===== config.mk =====
export PLATFORM = sky130hd
export DESIGN_NAME = vsync_gen
export DESIGN_NICKNAME = d
export VERILOG_FILES = /design/src/rtl/vsync_pkg.sv /design/src/rtl/vsync_slot_seq.sv /design/src/rtl/vsync_timer.sv /design/src/rtl/vsync_act_strobe.sv /design/src/rtl/vsync_gen.sv
export SDC_FILE = /design/constraint.sdc
export NUM_CORES = 1
export LEC_CHECK = 0
export ABC_AREA = 1
export BUFFER_PORTS_ARGS = -buffer_cell sky130_fd_sc_hd__buf_2
export CAP_MARGIN = 20
export CORE_ASPECT_RATIO = 1.4
export CORE_UTILIZATION = 30
export DETAILED_ROUTE_END_ITERATION = 12
export GPL_ROUTABILITY_DRIVEN = 0
export SETUP_SLACK_MARGIN = 0.4
export SLEW_MARGIN = 20
export SYNTH_ARGS = -nofsm -noshare
export SYNTH_HDL_FRONTEND = slang
export SYNTH_SLANG_ARGS = --single-unit

===== constraint.sdc =====
create_clock -name clk -period 2.3 [get_ports clk]
set_input_delay 0.46 -clock clk [delete_from_list [all_inputs] [get_ports clk]]
set_output_delay 0.46 -clock clk [all_outputs]
set_load 0.02 [all_outputs]

===== src/rtl/vsync_pkg.sv =====
package vsync_pkg;

  // Kind of a sequencer slot; the code is visible on the slot_kind port.
  typedef enum logic [1:0] {
    SK_NORMAL = 2'd0,
    SK_EQ     = 2'd1,
    SK_BROAD  = 2'd2
  } slot_kind_e;

endpackage


===== src/rtl/vsync_slot_seq.sv =====
module vsync_slot_seq
  import vsync_pkg::*;
#(
  parameter int FULL_TICKS  = 1024,
  parameter int HALF_TICKS  = 512,
  parameter int NORM_LOW    = 75,
  parameter int EQ_LOW      = 38,
  parameter int BROAD_LOW   = 437,
  parameter int HALF_GROUP  = 5,
  parameter int NORM_LINES  = 305,
  parameter int BLANK_LINES = 18,
  parameter int W           = 11,
  parameter int SLOTS       = 320,
  parameter int PW          = 9
) (
  input  logic          clk,
  input  logic          rst,
  input  logic          adv_i,
  output logic [W-1:0]  pre_per_o,
  output logic [W-1:0]  pre_cmp_o,
  output logic [1:0]    pre_kind_o,
  output logic          pre_act_o,
  output logic          pre_fld_o
);

  // Position of the slot whose values currently sit in the preload registers.
  logic [PW-1:0] pos_q, pos_d;
  logic          fld_q, fld_d;

  function automatic slot_kind_e kind_of(input int p);
    if (p < HALF_GROUP)          return SK_EQ;
    else if (p < 2 * HALF_GROUP) return SK_BROAD;
    else if (p < 3 * HALF_GROUP) return SK_EQ;
    else                         return SK_NORMAL;
  endfunction

  function automatic logic [W-1:0] per_of(input int p);
    return (kind_of(p) == SK_NORMAL) ? W'(FULL_TICKS) : W'(HALF_TICKS);
  endfunction

  function automatic logic [W-1:0] low_of(input int p);
    case (kind_of(p))
      SK_NORMAL: return W'(NORM_LOW);
      SK_BROAD:  return W'(BROAD_LOW);
      default:   return W'(EQ_LOW);
    endcase
  endfunction

  function automatic logic act_of(input int p);
    return p >= 3 * HALF_GROUP + BLANK_LINES;
  endfunction

  always_comb begin
    if (pos_q == PW'(SLOTS - 1)) begin
      pos_d = '0;
      fld_d = ~fld_q;
    end else begin
      pos_d = pos_q + 1'b1;
      fld_d = fld_q;
    end
  end

  // Reset leaves slot 0 running in the timer and slot 1 waiting in preload.
  // On each slot start the slot after the running one is loaded.
  always_ff @(posedge clk) begin
    if (rst) begin
      pos_q      <= PW'(1);
      fld_q      <= 1'b0;
      pre_per_o  <= per_of(1);
      pre_cmp_o  <= low_of(1);
      pre_kind_o <= kind_of(1);
      pre_act_o  <= act_of(1);
      pre_fld_o  <= 1'b0;
    end else if (adv_i) begin
      pos_q      <= pos_d;
      fld_q      <= fld_d;
      pre_per_o  <= per_of(int'(pos_d));
      pre_cmp_o  <= low_of(int'(pos_d));
      pre_kind_o <= kind_of(int'(pos_d));
      pre_act_o  <= act_of(int'(pos_d));
      pre_fld_o  <= fld_d;
    end
  end

  assert_pos_in_field_R5: assert property (@(posedge clk) disable iff (rst)
    pos_q < PW'(SLOTS));

  assert_preload_written_after_wrap_R6: assert property (@(posedge clk) disable iff (rst)
    (!$stable(pre_per_o) || !$stable(pre_cmp_o)) |-> $past(adv_i));

endmodule


===== src/rtl/vsync_timer.sv =====
module vsync_timer
  import vsync_pkg::*;
#(
  parameter int W       = 11,
  parameter int RST_PER = 512,
  parameter int RST_CMP = 38
) (
  input  logic         clk,
  input  logic         rst,
  input  logic         tick_en,
  input  logic [W-1:0] pre_per_i,
  input  logic [W-1:0] pre_cmp_i,
  input  logic [1:0]   pre_kind_i,
  input  logic         pre_act_i,
  input  logic         pre_fld_i,
  output logic [W-1:0] cnt_o,
  output logic [W-1:0] cmp_o,
  output logic         act_o,
  output logic [1:0]   kind_o,
  output logic         fld_o,
  output logic         sync_n_o,
  output logic         start_o
);

  logic [W-1:0] per_q;
  logic         wrap;

  assign wrap = (cnt_o == per_q - 1'b1);

  always_ff @(posedge clk) begin
    if (rst) begin
      cnt_o    <= '0;
      per_q    <= W'(RST_PER);
      cmp_o    <= W'(RST_CMP);
      kind_o   <= SK_EQ;
      act_o    <= 1'b0;
      fld_o    <= 1'b0;
      sync_n_o <= 1'b0;
      start_o  <= 1'b0;
    end else begin
      start_o <= 1'b0;
      if (tick_en) begin
        if (wrap) begin
          // Update event: working copies take the preloaded slot.
          cnt_o    <= '0;
          per_q    <= pre_per_i;
          cmp_o    <= pre_cmp_i;
          kind_o   <= pre_kind_i;
          act_o    <= pre_act_i;
          fld_o    <= pre_fld_i;
          sync_n_o <= 1'b0;
          start_o  <= 1'b1;
        end else begin
          cnt_o <= cnt_o + 1'b1;
          if (cnt_o + 1'b1 == cmp_o) sync_n_o <= 1'b1;
        end
      end
    end
  end

  assert_cnt_below_period_R4: assert property (@(posedge clk) disable iff (rst)
    cnt_o < per_q);

  assert_slot_opens_low_R2: assert property (@(posedge clk) disable iff (rst)
    start_o |-> (!sync_n_o && cnt_o == '0));

  assert_rise_at_compare_R3: assert property (@(posedge clk) disable iff (rst)
    $rose(sync_n_o) |-> (cnt_o == cmp_o));

  assert_hold_without_tick_R6: assert property (@(posedge clk) disable iff (rst)
    !tick_en |=> ($stable(cnt_o) && $stable(sync_n_o) && !start_o));

endmodule


===== src/rtl/vsync_act_strobe.sv =====
module vsync_act_strobe #(
  parameter int W         = 11,
  parameter int ACT_DELAY = 100
) (
  input  logic         clk,
  input  logic         rst,
  input  logic         tick_en,
  input  logic [W-1:0] cnt_i,
  input  logic [W-1:0] cmp_i,
  input  logic         act_i,
  output logic         stb_o
);

  logic [W:0] target;
  assign target = {1'b0, cmp_i} + (W+1)'(ACT_DELAY);

  // Fires on the edge where the count steps onto the target.
  always_ff @(posedge clk) begin
    if (rst) stb_o <= 1'b0;
    else     stb_o <= tick_en && act_i && ({1'b0, cnt_i} + 1'b1 == target);
  end

  assert_strobe_offset_R7: assert property (@(posedge clk) disable iff (rst)
    stb_o |-> (act_i && {1'b0, cnt_i} == target));

  assert_strobe_single_R7: assert property (@(posedge clk) disable iff (rst)
    stb_o |=> !stb_o);

endmodule


===== src/rtl/vsync_gen.sv =====
module vsync_gen
  import vsync_pkg::*;
#(
  parameter int FULL_TICKS  = 1024,
  parameter int HALF_TICKS  = 512,
  parameter int NORM_LOW    = 75,
  parameter int EQ_LOW      = 38,
  parameter int BROAD_LOW   = 437,
  parameter int HALF_GROUP  = 5,
  parameter int NORM_LINES  = 305,
  parameter int BLANK_LINES = 18,
  parameter int ACT_DELAY   = 100
) (
  input  logic       clk,
  input  logic       rst,
  input  logic       tick_en,
  output logic       sync_n,
  output logic       slot_start,
  output logic [1:0] slot_kind,
  output logic       field_odd,
  output logic       act_stb
);

  localparam int W     = $clog2(FULL_TICKS + 1);
  localparam int SLOTS = 3 * HALF_GROUP + NORM_LINES;
  localparam int PW    = $clog2(SLOTS + 1);

  logic [W-1:0] pre_per, pre_cmp, cnt, cmp;
  logic [1:0]   pre_kind;
  logic         pre_act, pre_fld, act_line;

  vsync_slot_seq #(
    .FULL_TICKS (FULL_TICKS),
    .HALF_TICKS (HALF_TICKS),
    .NORM_LOW   (NORM_LOW),
    .EQ_LOW     (EQ_LOW),
    .BROAD_LOW  (BROAD_LOW),
    .HALF_GROUP (HALF_GROUP),
    .NORM_LINES (NORM_LINES),
    .BLANK_LINES(BLANK_LINES),
    .W          (W),
    .SLOTS      (SLOTS),
    .PW         (PW)
  ) u_seq (
    .clk       (clk),
    .rst       (rst),
    .adv_i     (slot_start),
    .pre_per_o (pre_per),
    .pre_cmp_o (pre_cmp),
    .pre_kind_o(pre_kind),
    .pre_act_o (pre_act),
    .pre_fld_o (pre_fld)
  );

  vsync_timer #(
    .W      (W),
    .RST_PER(HALF_TICKS),
    .RST_CMP(EQ_LOW)
  ) u_tmr (
    .clk       (clk),
    .rst       (rst),
    .tick_en   (tick_en),
    .pre_per_i (pre_per),
    .pre_cmp_i (pre_cmp),
    .pre_kind_i(pre_kind),
    .pre_act_i (pre_act),
    .pre_fld_i (pre_fld),
    .cnt_o     (cnt),
    .cmp_o     (cmp),
    .act_o     (act_line),
    .kind_o    (slot_kind),
    .fld_o     (field_odd),
    .sync_n_o  (sync_n),
    .start_o   (slot_start)
  );

  vsync_act_strobe #(
    .W        (W),
    .ACT_DELAY(ACT_DELAY)
  ) u_stb (
    .clk    (clk),
    .rst    (rst),
    .tick_en(tick_en),
    .cnt_i  (cnt),
    .cmp_i  (cmp),
    .act_i  (act_line),
    .stb_o  (act_stb)
  );

endmodule


---- Yosys cells after proc, flatten, opt, wreduce, memory -nomap -nowiden ----
Cells that the tools add are included.
storage, ports and cells
  register bits ........................... 75
  bits of input ports ..................... 3
  output and inout port bits .............. 6
  word-level logic and storage cells ...... 52
operators by class
  add/subtract/negate cells ............... 5
  magnitude comparators ................... 4
  equal/unequal tests ..................... 5
  multiplexer cells ....................... 13
  bitwise logic cells ..................... 2
  reduce and logical (&&, ||, !) cells .... 8
operators with widths
  cell                                                                          count
  11-bit == test                                                                2
  11-bit two-way mux                                                            2
  9-bit by 4-bit less-than comparator with 1-bit output, second input constant  2
  9-bit one-hot mux with 2 select lines                                         1
  11-bit by 1-bit adder with 12-bit output, second input constant               1
  11-bit by 7-bit adder with 12-bit output, second input constant               1
  12-bit == test                                                                1
  11-bit by 1-bit adder with 11-bit output, second input constant               1
  11-bit by 1-bit subtractor with 11-bit output, second input constant          1
  9-bit by 1-bit adder with 9-bit output, second input constant                 1
  9-bit == test, second input constant                                          1
  9-bit by 6-bit >= comparator with 1-bit output, second input constant         1
  9-bit by 3-bit less-than comparator with 1-bit output, second input constant  1
  9-bit two-way mux                                                             1
  2-bit two-way mux                                                             4
  2-bit AND reduction                                                           3
  1-bit two-way mux                                                             5
  2-bit == test, second input constant                                          1
  1-bit logical AND                                                             2
  2-bit zero test                                                               1
  1-bit NOT                                                                     2
  2-bit nonzero test                                                            1
  2-bit OR reduction                                                            1

---- Depth between registers and ports, before layout ----
  word-level depth ........................ 10
  mapped depth ............................ 12
  mapped depth without buffers ............ 12

---- By module ----
From an unflattened synthesis, not the netlist that was laid out.
unflattened totals
  cell total of the unflattened synthesis .. 715
  area, all modules ....................... 4473.0 sq um
modules (own cells, without submodules)
  module            times used  cells an instance  area each (sq um)  seq. area each (sq um)
  vsync_timer       1           403                2625.0             780.7
  vsync_slot_seq    1           168                1152.4             360.3
  vsync_act_strobe  1           144                695.7              20.0

---- Worst setup path after synthesis ----
No wires, ideal clock.
  path type ............................... register -> register
  from .................................... register u_tmr.per_q[9]
  to ...................................... register u_tmr.cnt_o[0]
  setup time .............................. 0.086 ns
  arrival time ............................ 1.642 ns
  data required time ...................... 2.214 ns
  path slack .............................. 0.572 ns
  cell stages (with the launch flop) ...... 9
  clock period less this slack ............ 1.728 ns
  path through ............................ dfxtp_1 buf_2 inv_1 ha_1 xnor2_1 nor3_2 nor2_1 nor2_1 a211oi_1
between the ends
  word-level cells in the longest chain between the ends .. 3
RTL lines
  element                                        line               source
  start, declared                                vsync_timer.sv:25  logic [W-1:0] per_q;
  start signal, assigned                         vsync_timer.sv:33  per_q <= W'(RST_PER);
  start signal, assigned                         vsync_timer.sv:46  per_q <= pre_per_i;
  11-bit by 1-bit subtractor with 11-bit output  vsync_timer.sv:28  assign wrap = (cnt_o == per_q - 1'b1);
  11-bit == test                                 vsync_timer.sv:28
  11-bit two-way mux                             vsync_timer.sv:43  if (wrap) begin
  end signal, assigned                           vsync_timer.sv:54  cnt_o <= cnt_o + 1'b1;
  end, declared                                  vsync_timer.sv:16  output logic [W-1:0] cnt_o,
Every way passes these cells.
A chain may end at the register's enable or synchronous reset.

---- Worst setup path in the final report ----
  from .................................... register u_seq.pos_q[0]
  to ...................................... register u_seq.pre_cmp_o[1]
between the ends
  word-level cells in the longest chain between the ends .. 10
  elaborated cells on any way between the ends .. 14
RTL lines
  element                                                                         line                                        source
  start, declared                                                                 vsync_slot_seq.sv:27                        logic [PW-1:0] pos_q, pos_d;
  start signal, assigned                                                          vsync_slot_seq.sv:75                        pos_q <= pos_d;
  9-bit by 1-bit adder with 9-bit output / 9-bit == test (equally long branches)  vsync_slot_seq.sv:58, vsync_slot_seq.sv:54
  9-bit two-way mux (*)                                                           vsync_slot_seq.sv:54                        if (pos_q == PW'(SLOTS - 1)) begin
  9-bit by 4-bit less-than comparator with 1-bit output                           vsync_slot_seq.sv:33                        else if (p < 3 * HALF_GROUP) return SK_EQ;
  1-bit two-way mux                                                               vsync_slot_seq.sv:33
  2-bit two-way mux                                                               vsync_slot_seq.sv:32                        else if (p < 2 * HALF_GROUP) return SK_BROAD;
  2-bit two-way mux (*)                                                           vsync_slot_seq.sv:31                        if (p < HALF_GROUP) return SK_EQ;
  2-bit two-way mux (*)                                                           vsync_slot_seq.sv:74                        end else if (adv_i) begin
  2-bit two-way mux (*)                                                           vsync_slot_seq.sv:66                        if (rst) begin
  2-bit == test / 2-bit zero test (equally long branches)                         vsync_slot_seq.sv:42                        case (kind_of(p))
  9-bit one-hot mux with 2 select lines (*)                                       vsync_slot_seq.sv:42
  end signal, assigned                                                            vsync_slot_seq.sv:70                        pre_cmp_o <= low_of(1);
  end signal, assigned                                                            vsync_slot_seq.sv:78                        pre_cmp_o <= low_of(int'(pos_d));
  end, declared                                                                   vsync_slot_seq.sv:20                        output logic [W-1:0] pre_cmp_o,
Every way passes the cells marked *; elsewhere a longest branch is shown, timed or not. The select of a mux whose other input is x is not followed.

==> out/summary.md <==
The flow ran to the end, and the final reports show no timing, DRC or antenna violations. The maximum number of pins on one net before global-route repair came out at 21. Synthesis inferred 41 register bits.

The clock latency on the worst-skew pair is 290 ps. On the worst path, the slowest cell contributes a delay of 380 ps. The library cells used most frequently in the layout, excluding fill and tap cells, are sky130_fd_sc_hd__nand2_1 (107), sky130_fd_sc_hd__inv_1 (48), sky130_fd_sc_hd__nor2_1 (37). STA classifies the critical path startpoint as a flip-flop. In the final layout, the share of cells above drive strength 1 is 12.04%. The die is 77.57 um wide. The number of global-route vias before repair was 2234; the mean routed wirelength per cell was 12.20 um.

The tools report the area used by sequential logic in the layout as 832.0 um2. In this design, the critical path's most frequently occurring cell is sky130_fd_sc_hd__nand3_1. The worst setup path is of the reg -> reg kind.

The sequential element share of the synthesized area is 34.22%, and the leakage power is 1.161 nW. In this run the cell area of the synthesized design comes to 2399 um2. The worst path uses 76.64% of the clock period.

Setup violations remaining at the end of the flow were counted as 0. The worst path needs 1763 ps of the cycle, external delays included. The tools report the post-placement cell count as 473.

The cell with the largest stage delay on the worst path was sky130_fd_sc_hd__dfxtp_4. The tools report the arrival time of the worst setup path as 1940 ps. TritonCTS built the clock tree. The most used flip-flop cell after synthesis was sky130_fd_sc_hd__dfxtp_1. For the number of antenna violations at the first check in global routing, the log shows 0. Global routing consumed, over all layers together, 15.30% of the routing resources. The run gives 299.3 ps as the worst slack at placement. The tools report the setup skew after layout as 6.123 ps. The first-iteration detailed-routing DRC count came out at 119. The filler cells instantiated in the layout total 854.

The run gives 38 as the number of core rows. For this design the ratio of total power to cell area is 508.2 nW/um2. The total nets after synthesis came out at 380. Setup repair after global routing left no endpoint under its margin. Synthesis handed over a netlist of 370 instances.

After global routing the overflow that remains totals 0. The path class of the tightest hold or removal check is reg -> reg. The Yosys step of the flow raised 0 warnings.

STA classifies the critical path endpoint as a flip-flop. The net switching power is 307.9 uW. In this run switching power makes up 22.09% of total power. 0 antenna diodes ended up in the layout. The routed layout has 2284 vias. The number of detailed-routing iterations run before antenna repair was 4; the number of buffers inserted by port buffering was 8.

The cell chosen for the clock root is sky130_fd_sc_hd__clkbuf_8. The async set-or-reset flop fraction in the synthesized netlist is 0%, and the number of design rule violations left after detail routing is 0. Headroom to the max-slew limit came out at 72.38%. The design internal power is 1.086 mW. Data on the critical path is required at its endpoint by 2480 ps.

The run gives 0 as the total count of hold-check failures in the final report. In this run, the clock network consumes 43.9% of the power. Clock-pin slew was measured on the worst setup and hold paths at 80 ps. In the routed layout, each cell is associated on average with a via count of 4.739. The highest ir drop seen on vdd was 0.3400 mV; the multi-input gate area in the final layout was 1411 um2. The first global-routing pass estimated 10020 um of wire. For the number of nets with antenna violations after detailed routing, the log shows 0. The clock net in this run drives a total of 41 sinks.

The measured slew at the worst slew-check pin came out at 414.3 ps. Static timing analysis puts the maximum clock frequency at 567.3 MHz. The average instance in the mapped netlist occupies 6.483 um2. Across the run, the number of max-cap violations was 0. The total area inside the core boundary comes to 7750 um2.

Broken down by cell family, the worst path's largest delay share belongs to simple AND/OR/NAND/NOR gates. The tools report the non-filler instance count after layout as 482. The count of cell types in the netlist came out at 33.

The run gives 4.5% as the share of power burned in combinational logic. The logs give 0 ps for the sum of negative setup slack and 447.1 ps for the worst hold margin. The HPWL after detailed placement is 4548 um. The final net count is 391, and the number of enable-type register cells in the synthesized netlist is 0.

In this run the number of H-tree levels came out at 2. In this run, post-CTS hold repair placed 0 buffers. In this run the vertical extent of the chip is 107.8 um. The routed design has 5881 um of wire. At the end of the flow the core is filled with cells to 35.39%. The area growth from synthesis to layout is 14.35%. Sequential cells burn 51.6% of the power.

Counting along the longest clock path gives a buffer depth of 2. The total count of max-transition violations in the final report is 0. The largest driver fanout on the critical path is 8, and the final worst-path setup slack is 537.3 ps.

During I/O placement, the number of pins put on the boundary was 9. The number of buffer and inverter stages on the critical path was 0; the initial cell density of the core was 30.95%. The die covers 8362 um2. Leaving out fill and tap cells, the most frequent cell in the layout is sky130_fd_sc_hd__nand2_1. The TritonCTS buffer count came out at 5. Walking the worst path, the cells encountered are ha_2 > nand3_2 > nor2_4 > nand3_4 > nand3_1 > nand3_1 > nor2_2 > nand2_2 > o21ai_0 > nand2_1.
routing by layer:
metal / vias up / track usage (%) / share of wire (%)
li1: 1203 / - / -
met1: 1028 / 15.52 / 41
met2: 33 / 28.95 / 52
met3: 20 / 2.627 / 2.2
met4: 0 / 8.895 / 4.6
met5: - / 0 / 0
repair_timing:
action                                  in CTS  in global routing
setup buffers                                1                  0
pin swaps                                    1                  5
gates resized for setup                      3                 13
endpoints found under the setup margin      22                 23
registers in the layout, indices dropped and copies added, names as in the netlist:
register,flops
u_tmr.act_o,1
u_tmr.per_q,2
u_tmr.start_o,1
u_seq.pos_q,9
u_tmr.cnt_o,11
u_seq.pre_act_o,1
u_stb.stb_o,1
u_seq.pre_kind_o,2
u_seq.fld_q,1
u_seq.pre_per_o,2
u_tmr.cmp_o,3
u_tmr.kind_o,2
u_tmr.fld_o,1
u_seq.pre_cmp_o,3
u_tmr.sync_n_o,1
cell usage after synthesis, types with 2 or more instances:
cell	n	share of area, %
sky130_fd_sc_hd__nor3_1	3	0.63
sky130_fd_sc_hd__o211ai_1	2	0.63
sky130_fd_sc_hd__nand3_1	30	6.3
sky130_fd_sc_hd__o21ai_2	2	0.73
sky130_fd_sc_hd__inv_1	48	7.5
sky130_fd_sc_hd__xor2_1	5	1.8
sky130_fd_sc_hd__nor2_4	4	1.9
sky130_fd_sc_hd__nor2_1	38	5.9
sky130_fd_sc_hd__nand2_1	107	17
sky130_fd_sc_hd__clkbuf_1	5	0.78
sky130_fd_sc_hd__a21oi_1	27	5.6
sky130_fd_sc_hd__xnor2_1	3	1.1
sky130_fd_sc_hd__nand4_1	7	1.8
sky130_fd_sc_hd__o21ai_0	19	4.0
sky130_fd_sc_hd__ha_1	7	3.7
sky130_fd_sc_hd__nand2_2	3	0.78
sky130_fd_sc_hd__nand3_2	4	1.7
sky130_fd_sc_hd__dfxtp_1	41	34
per-stage QoR:
step,instance area (um2),power [mW]
5_1_grt,2743,1.456
6_report,2743,1.394
2_1_floorplan,2399,0.7766
4_1_cts,2679,1.409
3_5_place_dp,2551,0.7959
3_3_place_gp,2551,0.7954
power groups by stage:
stage	clock network [mW]	registers, mW	logic (mW)
floorplan	0	0.736	0.0404
global placement	0	0.736	0.0595
detailed placement	0	0.736	0.0596
CTS	0.630	0.719	0.0598
global route	0.665	0.720	0.0714
finish	0.612	0.719	0.0628
kinds of logic after synthesis:
logic type | share of synthesized area (%)
AND/OR/NAND/NOR | 37.77
buffers and inverters | 9.285
AO/OA/AOI/OAI | 12.15
flip-flops | 34.22
XOR/XNOR | 2.921
adder cells (fa/ha/maj) | 3.651
path summary, 6_finish.rpt:
kind / start / endpoint / slack (ps) / cells after the start
max reg2reg: u_seq.pos_q[0] / u_seq.pre_cmp_o[1] / 540 / 10
max: u_seq.pos_q[0] / u_seq.pre_cmp_o[1] / 540 / 10
min reg2reg: u_seq.pre_act_o / u_tmr.act_o / 450 / 2
min: u_seq.pre_act_o / u_tmr.act_o / 450 / 2
tightest hold or removal path, cell delays in order (launching register included):
cell and delay [ps]:
sky130_fd_sc_hd__dfxtp_1 320, sky130_fd_sc_hd__nand2_1 60, sky130_fd_sc_hd__nand2_1 40
layout make-up:
| class | instances | area share (%) |
|---|---|---|
| repair buffers | 12 | 2.555 |
| flip-flops and latches | 41 | 30.34 |
| multi-input cells | 271 | 51.46 |
| clock buffers | 7 | 3.148 |
| well taps | 100 | 4.562 |
| clock inverters | 1 | 1.095 |
| inverters | 50 | 6.843 |
No activity file was read; power rests on OpenSTA's default activity.
